===== src/rtl/mbx_pkg.sv =====
package mbx_pkg;

    typedef enum logic [2:0] {
        S_IDLE,
        S_ADDR_GO,
        S_ADDR_WAIT,
        S_DATA_GO,
        S_DATA_WAIT,
        S_DONE
    } mbx_state_t;

    localparam logic [7:0] CODE_WRITE = 8'h01;
    localparam logic [7:0] CODE_READ  = 8'h02;
    localparam logic [7:0] CODE_DONE  = 8'h04;

    localparam logic [7:0] A_KEY3  = 8'h7B;
    localparam logic [7:0] A_KEY2  = 8'h7C;
    localparam logic [7:0] A_KEY1  = 8'h7D;
    localparam logic [7:0] A_KEY0  = 8'h7E;
    localparam logic [7:0] A_PAGE  = 8'h7F;
    localparam logic [7:0] A_CMD   = 8'h80;
    localparam logic [7:0] A_DEV   = 8'h81;
    localparam logic [7:0] A_REGHI = 8'h82;
    localparam logic [7:0] A_REGLO = 8'h83;
    localparam logic [7:0] A_VALHI = 8'h84;
    localparam logic [7:0] A_VALLO = 8'h85;

    localparam logic [7:0]  OPEN_PAGE = 8'h03;
    localparam logic [31:0] OPEN_KEY  = 32'hFFFF_FFFF;

endpackage


===== src/rtl/mbx_bit_timer.sv =====
module mbx_bit_timer #(
    parameter int DIV = 4
) (
    input  logic clk,
    input  logic rst_n,
    input  logic run,
    output logic mdc,
    output logic rise,
    output logic fall
);
    localparam int HALF = DIV / 2;
    localparam int CW   = (DIV > 2) ? $clog2(DIV) : 1;

    logic [CW-1:0] cnt_q;

    assign rise = run && (cnt_q == CW'(HALF - 1));
    assign fall = run && (cnt_q == CW'(DIV - 1));

    always_ff @(posedge clk) begin
        if (!rst_n || !run) begin
            cnt_q <= '0;
            mdc   <= 1'b0;
        end else begin
            cnt_q <= fall ? '0 : cnt_q + 1'b1;
            if (rise)
                mdc <= 1'b1;
            else if (fall)
                mdc <= 1'b0;
        end
    end
endmodule


===== src/rtl/mbx_frame_shifter.sv =====
module mbx_frame_shifter #(
    parameter int FRAME_W = 64
) (
    input  logic               clk,
    input  logic               rst_n,
    input  logic               start,
    input  logic [FRAME_W-1:0] frame,
    input  logic               is_read,
    input  logic               rise,
    input  logic               fall,
    input  logic               mdio_i,
    output logic               run,
    output logic               mdio_o,
    output logic               mdio_oe,
    output logic [15:0]        rdata,
    output logic               done
);
    localparam int IW     = $clog2(FRAME_W);
    localparam int REL_AT = FRAME_W - 18;
    localparam int CAP_AT = FRAME_W - 16;

    logic [FRAME_W-1:0] sh_q;
    logic [IW-1:0]      idx_q;
    logic               rd_q;

    assign mdio_o  = sh_q[FRAME_W-1];
    assign mdio_oe = run && !(rd_q && (idx_q >= IW'(REL_AT)));

    always_ff @(posedge clk) begin
        if (!rst_n) begin
            sh_q  <= '0;
            idx_q <= '0;
            rd_q  <= 1'b0;
            run   <= 1'b0;
            done  <= 1'b0;
            rdata <= '0;
        end else begin
            done <= 1'b0;
            if (start) begin
                sh_q  <= frame;
                idx_q <= '0;
                rd_q  <= is_read;
                run   <= 1'b1;
            end else if (run) begin
                if (rise && rd_q && (idx_q >= IW'(CAP_AT)))
                    rdata <= {rdata[14:0], mdio_i};
                if (fall) begin
                    if (idx_q == IW'(FRAME_W - 1)) begin
                        run  <= 1'b0;
                        done <= 1'b1;
                    end else begin
                        sh_q  <= sh_q << 1;
                        idx_q <= idx_q + 1'b1;
                    end
                end
            end
        end
    end
endmodule


===== src/rtl/c45_mailbox_bridge.sv =====
module c45_mailbox_bridge
    import mbx_pkg::*;
#(
    parameter int         MDC_DIV   = 4,
    parameter logic [4:0] PORT_ADDR = 5'd3,
    parameter int         PRE_LEN   = 32
) (
    input  logic       clk,
    input  logic       rst_n,
    input  logic [7:0] reg_addr,
    input  logic       reg_wr,
    input  logic [7:0] reg_wdata,
    input  logic       reg_rd,
    output logic [7:0] reg_rdata,
    output logic       mdc,
    output logic       mdio_o,
    output logic       mdio_oe,
    input  logic       mdio_i
);
    localparam int FRAME_W = PRE_LEN + 32;
    localparam logic [PRE_LEN-1:0] PREAMBLE = '1;

    mbx_state_t state_q, state_d;

    logic [31:0] key_q;
    logic [7:0]  page_q, cmd_q;
    logic [4:0]  dev_q;
    logic [15:0] reg_q, val_q;

    logic unlocked, win_hit, win_wr, launch, is_rd_op;
    logic fr_start, fr_read, fr_run, fr_done, t_rise, t_fall;
    logic [FRAME_W-1:0] fr_word;
    logic [15:0] fr_rdata;

    assign unlocked = (page_q == OPEN_PAGE) && (key_q == OPEN_KEY);
    assign win_hit  = (reg_addr >= A_CMD) && (reg_addr <= A_VALLO);
    assign win_wr   = reg_wr && win_hit && unlocked && (state_q == S_IDLE);
    assign launch   = win_wr && (reg_addr == A_CMD) &&
                      ((reg_wdata == CODE_WRITE) || (reg_wdata == CODE_READ));
    assign is_rd_op = (cmd_q == CODE_READ);

    // state register
    always_ff @(posedge clk) begin
        if (!rst_n)
            state_q <= S_IDLE;
        else
            state_q <= state_d;
    end

    // next state
    always_comb begin
        state_d = state_q;
        unique case (state_q)
            S_IDLE:      if (launch) state_d = S_ADDR_GO;
            S_ADDR_GO:   state_d = S_ADDR_WAIT;
            S_ADDR_WAIT: if (fr_done) state_d = S_DATA_GO;
            S_DATA_GO:   state_d = S_DATA_WAIT;
            S_DATA_WAIT: if (fr_done) state_d = S_DONE;
            S_DONE:      state_d = S_IDLE;
            default:     state_d = S_IDLE;
        endcase
    end

    // outputs of the state machine towards the frame engine
    always_comb begin
        fr_start = 1'b0;
        fr_read  = 1'b0;
        fr_word  = {PREAMBLE, 2'b00, 2'b00, PORT_ADDR, dev_q, 2'b10, reg_q};
        unique case (state_q)
            S_ADDR_GO: fr_start = 1'b1;
            S_DATA_GO: begin
                fr_start = 1'b1;
                fr_read  = is_rd_op;
                if (is_rd_op)
                    fr_word = {PREAMBLE, 2'b00, 2'b11, PORT_ADDR, dev_q, 2'b11, 16'hFFFF};
                else
                    fr_word = {PREAMBLE, 2'b00, 2'b01, PORT_ADDR, dev_q, 2'b10, val_q};
            end
            default: ;
        endcase
    end

    // mailbox, key and page bytes
    always_ff @(posedge clk) begin
        if (!rst_n) begin
            key_q  <= '0;
            page_q <= '0;
            cmd_q  <= '0;
            dev_q  <= '0;
            reg_q  <= '0;
            val_q  <= '0;
        end else begin
            if (reg_wr) begin
                unique case (reg_addr)
                    A_KEY3:  key_q[31:24] <= reg_wdata;
                    A_KEY2:  key_q[23:16] <= reg_wdata;
                    A_KEY1:  key_q[15:8]  <= reg_wdata;
                    A_KEY0:  key_q[7:0]   <= reg_wdata;
                    A_PAGE:  page_q       <= reg_wdata;
                    default: ;
                endcase
            end
            if (win_wr) begin
                unique case (reg_addr)
                    A_CMD:   if (launch) cmd_q <= reg_wdata;
                    A_DEV:   dev_q        <= reg_wdata[4:0];
                    A_REGHI: reg_q[15:8]  <= reg_wdata;
                    A_REGLO: reg_q[7:0]   <= reg_wdata;
                    A_VALHI: val_q[15:8]  <= reg_wdata;
                    A_VALLO: val_q[7:0]   <= reg_wdata;
                    default: ;
                endcase
            end
            if (state_q == S_DONE) begin
                cmd_q <= CODE_DONE;
                if (is_rd_op)
                    val_q <= fr_rdata;
            end
        end
    end

    // registered read port
    always_ff @(posedge clk) begin
        if (!rst_n) begin
            reg_rdata <= '0;
        end else if (reg_rd) begin
            reg_rdata <= 8'h00;
            unique case (reg_addr)
                A_KEY3:  reg_rdata <= key_q[31:24];
                A_KEY2:  reg_rdata <= key_q[23:16];
                A_KEY1:  reg_rdata <= key_q[15:8];
                A_KEY0:  reg_rdata <= key_q[7:0];
                A_PAGE:  reg_rdata <= page_q;
                A_CMD:   if (unlocked) reg_rdata <= cmd_q;
                A_DEV:   if (unlocked) reg_rdata <= {3'b000, dev_q};
                A_REGHI: if (unlocked) reg_rdata <= reg_q[15:8];
                A_REGLO: if (unlocked) reg_rdata <= reg_q[7:0];
                A_VALHI: if (unlocked) reg_rdata <= val_q[15:8];
                A_VALLO: if (unlocked) reg_rdata <= val_q[7:0];
                default: ;
            endcase
        end
    end

    mbx_bit_timer #(.DIV(MDC_DIV)) u_timer (
        .clk  (clk),
        .rst_n(rst_n),
        .run  (fr_run),
        .mdc  (mdc),
        .rise (t_rise),
        .fall (t_fall)
    );

    mbx_frame_shifter #(.FRAME_W(FRAME_W)) u_shifter (
        .clk    (clk),
        .rst_n  (rst_n),
        .start  (fr_start),
        .frame  (fr_word),
        .is_read(fr_read),
        .rise   (t_rise),
        .fall   (t_fall),
        .mdio_i (mdio_i),
        .run    (fr_run),
        .mdio_o (mdio_o),
        .mdio_oe(mdio_oe),
        .rdata  (fr_rdata),
        .done   (fr_done)
    );
endmodule


===== config.mk =====
export PLATFORM = sky130hd
export DESIGN_NAME = c45_mailbox_bridge
export DESIGN_NICKNAME = d
export VERILOG_FILES = /design/src/rtl/mbx_pkg.sv /design/src/rtl/mbx_bit_timer.sv /design/src/rtl/mbx_frame_shifter.sv /design/src/rtl/c45_mailbox_bridge.sv
export SDC_FILE = /design/constraint.sdc
export NUM_CORES = 1
export LEC_CHECK = 0
export BUFFER_PORTS_ARGS = -buffer_cell sky130_fd_sc_hd__buf_2
export CAP_MARGIN = 20
export CORE_MARGIN = 2
export CORE_UTILIZATION = 50
export CTS_BUF_LIST = sky130_fd_sc_hd__clkbuf_16
export DETAILED_ROUTE_END_ITERATION = 8
export PLACE_DENSITY_LB_ADDON = 0.05
export SYNTH_ARGS = -nofsm -noshare
export SYNTH_HDL_FRONTEND = slang
export SYNTH_SLANG_ARGS = --single-unit

===== constraint.sdc =====
create_clock -name clk -period 2.6 [get_ports clk]
set_clock_uncertainty 0.1 [all_clocks]
set_input_delay 0.52 -clock clk [delete_from_list [all_inputs] [get_ports clk]]
set_output_delay 0.52 -clock clk [all_outputs]
set_load 0.02 [all_outputs]

==> results.txt, run 1 <==
The flow ran to the end, and the final reports show no timing, DRC or antenna violations. The run gives 16,500 um2 as the core box area. The floorplan step defined a die boundary enclosing 17,900 um2. The run gives 0.448 as the post-synthesis sequential area ratio. Entering global routing, the biggest net connects 70 pins.

The design draws 0.00572 W. The largest fanout of any net on the critical path is 9, and the upper clock frequency limit is 0.425 GHz. The number of buffers inserted by hold repair at cts is 0.

The signal on the critical path passes through or4b_1, nor4_4, nand3_2, or3_1, and3_1. Counting the buffers created by CTS gives 17. Maximum level of the CTS H-tree: 4. Number of design rule violations left after detail routing: 0. The analysis attributes to net switching a power of 0.00134 W.

The run gives 0.000482 V as the worst voltage drop across the vdd grid. The area of all placed cells without fillers came out at 9540 um2. In the final routed layout, each cell accounts on average for 18.5 um. Number of primary I/O pins: 32. After detailed placement, the design holds a cell count of 1,192. The data arrival time of the critical path was 2.58 ns; the number of max-cap violations was 0. The synthesized netlist occupies a cell area of 8410 um2. The mean number of vias per cell was 5.85; the slack of the worst reg-to-reg path was 0.25 ns. The synthesized design contains 0 enable-type register cells. The headroom to the max-slew limit is 0.464. The met1 global-route usage was 0.354; the count of cell types in the netlist was 56.

Worst hold slack across all endpoints: 0.245 ns. The routed layout has 7,164 vias. After clock tree synthesis, the repair step resized 0 gates. The number of antenna violations at the first check in global routing is 1, and the core occupancy in the finished layout is 0.577. The logs give 0.035 for the proportion of power drawn by combinational gates and 0.461 for the fraction of power consumed by the clock network. The number of setup buffers added after CTS is 0. The count of input and output buffers was 31. Ranked by instance count, the synthesized netlist is headed by sky130_fd_sc_hd__nand2_1, sky130_fd_sc_hd__dfxtp_1, sky130_fd_sc_hd__mux2i_1.

The aggregate routed wire length was 22,600 um. Synthesis produced 970 cells. The path class of the tightest hold or removal check is in2reg. When the netlist entered floorplanning its net count stood at 995.

The final net count was 1,016. At the pin with the least slew margin, the transition time is 0.803 ns. Leading area contributor after synthesis: sky130_fd_sc_hd__dfxtp_1. Summed over all layers, the global routing overflow is 0. The met3 global-route usage came out at 0.0388. The net switching fraction of the power was 0.234; the sequential share of power was 0.503. Largest delay contributor family on the critical path: simple AND/OR/NAND/NOR gates. Once detail routing completed, the nets flagged for antenna violations numbered 0. Post-synthesis sequential element count: 188. The run gives 0 as the number of max-slew violations in the final report. Most heavily used metal layer in global routing: met2.

The via count of the first global-routing pass was 6,798. Dividing total power by cell area gives a power density of 599 nW/um2. The final count of hold timing violations is 0, and the total internal power is 0.00438 W. Once layout is complete, the cells apart from fillers number 1,225. Yosys printed 0 warnings. The critical setup path kind was reg2reg. The clock-pin slew on the worst setup and hold paths is 0.07 ns.

The capturing element type of the critical path was a flop. Once detailed placement completed, the half-perimeter wirelength came to 15,700 um. Routability-driven placement finished with a final weighted congestion of 0.928. The critical path crosses 5 cells after its start point.

The share of flip-flops with an asynchronous set or reset works out to 0. The cell count of the worst hold path is 3. The worst setup path is launched from a flop.

The die is 134 um wide. The proportion of layout cells with a drive suffix above 1 works out to 0.141. For the worst flop-to-flop path, the logic depth is 5. Setup violations remaining at the end of the flow were counted as 0.

The slowest stage cell on the critical path was sky130_fd_sc_hd__or4b_1. The analysis attributes to cell leakage a power of 3.82 nW. Among all cell types in the netlist, the one instantiated most often is sky130_fd_sc_hd__nand2_1. The buffering stage count on the worst path with inverters included was 0; the number of standard-cell rows in the floorplan was 47. The share of the cycle needed by the critical path after routing was 0.904; the area after detailed placement was 8950 um2. The delay contributed by the slowest stage of the critical path works out to 0.60 ns. The tools report the insertion delay to the later sink of the worst-skew pair as 0.44 ns. For the number of sinks on the clock net, the log shows 188. The run gives 6 as the length of the first detailed-routing pass in iterations. Setup repair after global routing left no endpoint under its margin.

Compared with the post-synthesis result, the final layout area differs by 13.5%. The root buffer selected by CTS was sky130_fd_sc_hd__clkbuf_16. Counting along the longest clock path gives a buffer depth of 2. The total global-route track usage is 0.259.

The wire length of the first global-routing pass was 36,400 um; the final critical delay including setup and external delays was 2.35 ns. The met2 capacity usage during global routing was 0.413; the synthesized area per cell was 8.67 um2. TritonCTS built the clock tree. The most used flip-flop cell after synthesis is sky130_fd_sc_hd__dfxtp_1. For the worst setup path, the data required time is 2.83 ns. The height of the chip came out at 134 um. Ranked by total cell area, the synthesized netlist is headed by sky130_fd_sc_hd__dfxtp_1, sky130_fd_sc_hd__mux2i_1, sky130_fd_sc_hd__nand2_1.

The effective utilization at floorplan is 0.509. In this run, the number of DRC markers left after iteration 0 of detailed routing was 604. The fraction of post-synthesis cell area in the top cell type by area is 0.448.
[layout by cell type (no fill, tap or decap), types with 18 or more instances in the layout]
master	n
sky130_fd_sc_hd__nor2_1	71
sky130_fd_sc_hd__o21ai_0	31
sky130_fd_sc_hd__mux2_2	18
sky130_fd_sc_hd__nor2b_1	38
sky130_fd_sc_hd__mux2i_1	88
sky130_fd_sc_hd__and3_1	23
sky130_fd_sc_hd__nand2_1	191
sky130_fd_sc_hd__a31oi_1	35
sky130_fd_sc_hd__buf_2	31
sky130_fd_sc_hd__nand3_1	22
sky130_fd_sc_hd__dfxtp_1	188
sky130_fd_sc_hd__buf_4	42
sky130_fd_sc_hd__a21oi_1	29
[flip-flops by register name, summed over array words and instances, names as in the netlist]
name and count:
state_q 3, u_timer.cnt_q 2, reg_rdata 8, u_timer.mdc 1
key_q 32, u_shifter.run 1, page_q 8, u_shifter.rdata 16
u_shifter.sh_q 64, u_shifter.done 1, reg_q 16, u_shifter.rd_q 1
cmd_q 8, u_shifter.idx_q 6, dev_q 5, val_q 16
[per-layer routing]
metal  vias up  part of all wire
met2       227              0.46
met1      3437              0.46
met4         0             0.027
met5         -                 0
met3        37             0.053
li1       3463                 -
[through the flow]
| stage | setup TNS, ns | setup slack, ns |
|---|---|---|
| finish | 0 | 0.249 |
| detailed placement | -0.00246 | -0.00246 |
| global route | 0 | 0.186 |
| global placement | 0 | 0.00436 |
| CTS | 0 | 0.261 |
| floorplan | 0 | 0.170 |
[layout make-up]
class / count / area (um2)
timing repair buffer: 76 / 531
clock buffer: 17 / 425
inverter: 10 / 37.5
tap: 220 / 275
antenna: 1 / 2.50
sequential: 188 / 3760
multi-input combinational: 698 / 4340
fill: 1498 / 6980
clock inverter: 15 / 168
[power by group through the flow]
stage | combinational [W] | clock, W | sequential [W]
floorplan | 0.000115 | 0 | 0.00295
global placement | 0.000198 | 0 | 0.00295
detailed placement | 0.000200 | 0 | 0.00295
CTS | 0.000201 | 0.00268 | 0.00288
global route | 0.000216 | 0.00281 | 0.00288
finish | 0.000203 | 0.00264 | 0.00288
[path summary, 6_finish.rpt]
path                      start                 end
max                   page_q[4]            cmd_q[5]
min reg2reg  u_shifter.sh_q[30]  u_shifter.sh_q[31]
max reg2reg           page_q[4]            cmd_q[5]
min                      mdio_i  u_shifter.rdata[0]
[kinds of logic (layout without fill, tap and decap cells)]
kind of cell,Yosys count,count (layout),synth area share
multiplexers,111,111,0.142
flip-flops,188,188,0.448
other,0,1,0
buffers and inverters,84,118,0.0379
AO/OA/AOI/OAI,167,167,0.128
XOR/XNOR,8,8,0.00833
AND/OR/NAND/NOR,408,408,0.230
adder cells (fa/ha/maj),4,4,0.00595
[worst min-delay path, delay by kind of cell]
kind                   cells  cell delay (ns)
muxes                      1             0.05
buffers and inverters      1             0.07
and+or+nand+nor            1             0.09
No activity file was read; power rests on OpenSTA's default activity.
==> inputs of run 2 (changes only) <==
--- a/config.mk
+++ b/config.mk
@@ -12,6 +12,7 @@
 export CTS_BUF_LIST = sky130_fd_sc_hd__clkbuf_16
 export DETAILED_ROUTE_END_ITERATION = 8
 export PLACE_DENSITY_LB_ADDON = 0.05
+export RECOVER_POWER = 50
 export SYNTH_ARGS = -nofsm -noshare
 export SYNTH_HDL_FRONTEND = slang
 export SYNTH_SLANG_ARGS = --single-unit
==> run 2 against run 1 <==
Net effect:
- non-clock buffer count stayed put
- combinational power hardly changed
- fmax is 0.73% lower
- sequential power hardly changed
- flip-flop and latch count stayed put
- count of clock-buffer cells in the layout stayed put
- worst hold slack worse by 0.0058 ns
- wire length is 0.31% higher
- register-to-register slack worse by 0.02 ns
- critical path type unchanged
- highest routed layer unchanged
==> results.txt, run 2 (synthesis gave the netlist of run 1 again) <==
Largest delay contributor family on the critical path: simple AND/OR/NAND/NOR gates. For the number of antenna violations at the first check in global routing, the log shows 0 (-1). The slack of the worst reg-to-reg path was 0.23 ns (-0.02 ns); the post-synthesis to final-layout area growth was 12.3%. TritonCTS built the clock tree. The run gives 0 (unchanged) as the number of buffers inserted by hold repair at cts.

The tools report the worst reg2reg path endpoint as cmd_q[5]. Signal routing reaches up to met4. The flip-flop count of the largest register, all copies and words added is 64 (unchanged).

Leaving out fill and tap cells, the most frequent cell in the layout is sky130_fd_sc_hd__nand2_1. The maximum level of the CTS H-tree is 4 (unchanged). The detailed-route wire length on metal 1 was 10,400 um (+1.2%); the core box area was 16,500 um2 (unchanged).

The largest registers in the layout are u_shifter.sh_q: 64 flops, key_q: 32 flops. The number of endpoints failing setup at the final stage is 0 (unchanged), and the final antenna diode count is 0 (-1). The tools report the number of routed nets with antenna violations as 0 (unchanged).

The critical setup path kind is reg2reg. The tools report the number of max-cap violations as 0 (unchanged). The tools report the required arrival time at the worst endpoint as 2.83 ns (about the same).

The area of all placed cells without fillers was 9440 um2 (-1.1%); the setup slack of the critical path after layout was 0.232 ns (-0.0172 ns). The tools report the pre-CTS worst setup slack as -0.00246 ns (unchanged). The wire length of the first global-routing pass is 36,400 um (unchanged), and the count of input and output buffers is 31 (unchanged). The logs give 6,798 (unchanged) for the via count of the first global-routing pass and 5 (-1) for the length of the first detailed-routing pass in iterations.

The run gives 0.422 GHz (-0.73%) as the upper clock frequency limit. Proportion of layout cells with a drive suffix above 1: 0.116 (-0.0259). The initial detailed-routing violation count is 545 (-9.8%), and the sum of net half-perimeters after detailed placement is 15,700 um (unchanged).

The total vias in the final route was 7,221 (+0.80%); the routed wire length per instance was 18.5 um (+0.39%). The logs give 1130 um (-5.5%) for the total met3 wirelength after detailed routing and 8950 um2 (unchanged) for the area after detailed placement. Slowest stage cell on the critical path: sky130_fd_sc_hd__or4b_1.

The library cells used most frequently in the layout, excluding fill and tap cells, are sky130_fd_sc_hd__nand2_1, sky130_fd_sc_hd__dfxtp_1, sky130_fd_sc_hd__mux2i_1. The worst hold path begins at mdio_i. The share of the cycle needed by the critical path after routing is 0.911 (+0.00663). The final-layout fill cell count is 1,516 (+1.2%), and the worst hold slack across all endpoints is 0.239 ns (-0.00581 ns). The tools report the multi-input logic area as 4320 um2 (-0.35%). The mean number of vias per cell was 5.90 (+0.88%).

The tools report the maximum buffer depth of the clock tree as 2 (unchanged). The worst setup path is captured at a flop. For the final net count, the log shows 1,016 (unchanged). Power per standard cell area: 606 nW/um2 (+1.1%).

The insertion delay to the later sink of the worst-skew pair is 0.44 ns (about the same). The number of max-slew violations in the final report is 0 (unchanged), and the number of cells on the worst reg-to-reg path is 5 (unchanged). The run gives 0.423 (-0.0410) as the headroom to the max-slew limit.

The clock-pin slew on the worst setup and hold paths was 0.07 ns (about the same). The tools report the number of post-CTS setup repair buffers as 0 (unchanged). The effective utilization at floorplan is 0.509 (unchanged), and the delay contributed by the slowest stage of the critical path is 0.60 ns (about the same).

The overall power consumption was 0.00572 W (about the same). Setup repair after global routing left no endpoint under its margin. Number of primary I/O pins: 32 (unchanged).

Routability-driven placement congestion ratio: 0.928 (unchanged). The x dimension of the die came out at 134 um (unchanged). The tools report the aggregate routed wire length as 22,700 um (+0.31%).

The largest fanout of any net on the critical path came out at 9 (unchanged). The worst hold path belongs to the class in2reg. Standby leakage power: 3.72 nW (-2.7%).

The worst register-to-register path begins at page_q[4]. Number of design rule violations left after detail routing: 0 (unchanged). The root buffer cell chosen for the clock tree is sky130_fd_sc_hd__clkbuf_16. For the number of standard-cell rows in the floorplan, the log shows 47 (unchanged). The total global-route track usage was 0.259 (unchanged); the buffering stage count on the worst path with inverters included was 0 (unchanged).

The final critical delay including setup and external delays came out at 2.37 ns (+0.0172 ns). Number of CTS-inserted buffers: 17 (unchanged). The run gives 10,600 um (+0.66%) as the wire length on met2.

The worst setup path is launched from a flop. The flow ran to the end, and the final reports show no timing, DRC or antenna violations. The run gives 188 (unchanged) as the number of sinks on the clock net.

The signal on the critical path passes through or4b_1, nor4_4, nand3_1, or3_1, and3_1. The logs give 17,900 um2 (unchanged) for the die area and 2.60 ns (+0.02 ns) for the data arrival time of the critical path. The sum of overflow across all layers after global routing is 0 (unchanged), and the cell count of the worst hold path is 3 (unchanged). The logs give 0 (unchanged) for the final count of hold timing violations and 3760 um2 (unchanged) for the register area.

The height of the chip was 134 um (unchanged). For the total of cells resized after clock tree synthesis, the log shows 0 (unchanged). The pin count of the biggest net entering global routing is 70 (unchanged), and the slew at the pin closest to its max-slew limit is 0.864 ns (+0.0606 ns). The register containing the most flip-flops in the final layout is u_shifter.sh_q. The run gives 0.000485 V (+0.52%) as the worst voltage drop across the vdd grid. The path with the worst hold slack has its endpoint at u_shifter.rdata[0].
==> run 2: cell types whose count changed in the layout (fill, tap and decap cells not counted), moves of 2 or more <==
cell,previous run,this run
sky130_fd_sc_hd__nor3_1,6,8
sky130_fd_sc_hd__buf_4,42,29
sky130_fd_sc_hd__buf_12,3,1
sky130_fd_sc_hd__nor3_2,2,0
sky130_fd_sc_hd__buf_2,31,17
sky130_fd_sc_hd__clkbuf_4,0,2
sky130_fd_sc_hd__clkbuf_2,0,5
sky130_fd_sc_hd__clkbuf_1,0,22
==> run 2: layout make-up <==
class | count | share of cell area
inverters | 10 | 0.00398
multi-input cells | 698 | 0.458
flip-flops and latches | 188 | 0.399
clock buffers | 17 | 0.0451
well taps | 220 | 0.0292
repair buffers | 76 | 0.0472
clock inverters | 15 | 0.0178
==> run 2: how the worst max path moves through the flow <==
stage                 from              to  depth (start not counted)
2_1_floorplan  reg_addr[3]        cmd_q[3]                          7
3_3_place_gp   reg_addr[3]    reg_rdata[3]                          6
3_5_place_dp   reg_addr[3]    reg_rdata[4]                          6
4_1_cts          page_q[4]        cmd_q[5]                          5
5_1_grt         state_q[2]  u_shifter.done                          4
6_report         page_q[4]        cmd_q[5]                          5
==> run 2: tightest hold or removal path: stages <==
cell	delay (ns)
sky130_fd_sc_hd__buf_2	0.07
sky130_fd_sc_hd__mux2i_1	0.05
sky130_fd_sc_hd__nor2b_1	0.09
==> run 2: power breakdown <==
group          switching (W)  internal (W)  leakage (nW)
Clock                0.00120       0.00144         0.291
Sequential       0.000000668       0.00288          1.51
Combinational       0.000138     0.0000623          1.91
Total                0.00134       0.00438          3.72
==> run 2: through the flow <==
step / util / TNS [ns] / cells
6_report: 0.571 / 0 / 1224
5_1_grt: 0.571 / 0 / 1224
4_1_cts: 0.577 / 0 / 1224
3_5_place_dp: 0.541 / -0.00246 / 1192
3_3_place_gp: 0.541 / 0 / 1192
2_1_floorplan: - / 0 / 970
==> run 2: metal layers <==
layer | global-route usage | vias up
li1 | - | 3461
met1 | 0.354 | 3502
met2 | 0.413 | 218
met3 | 0.0388 | 40
met4 | 0.105 | 0
met5 | 0 | -
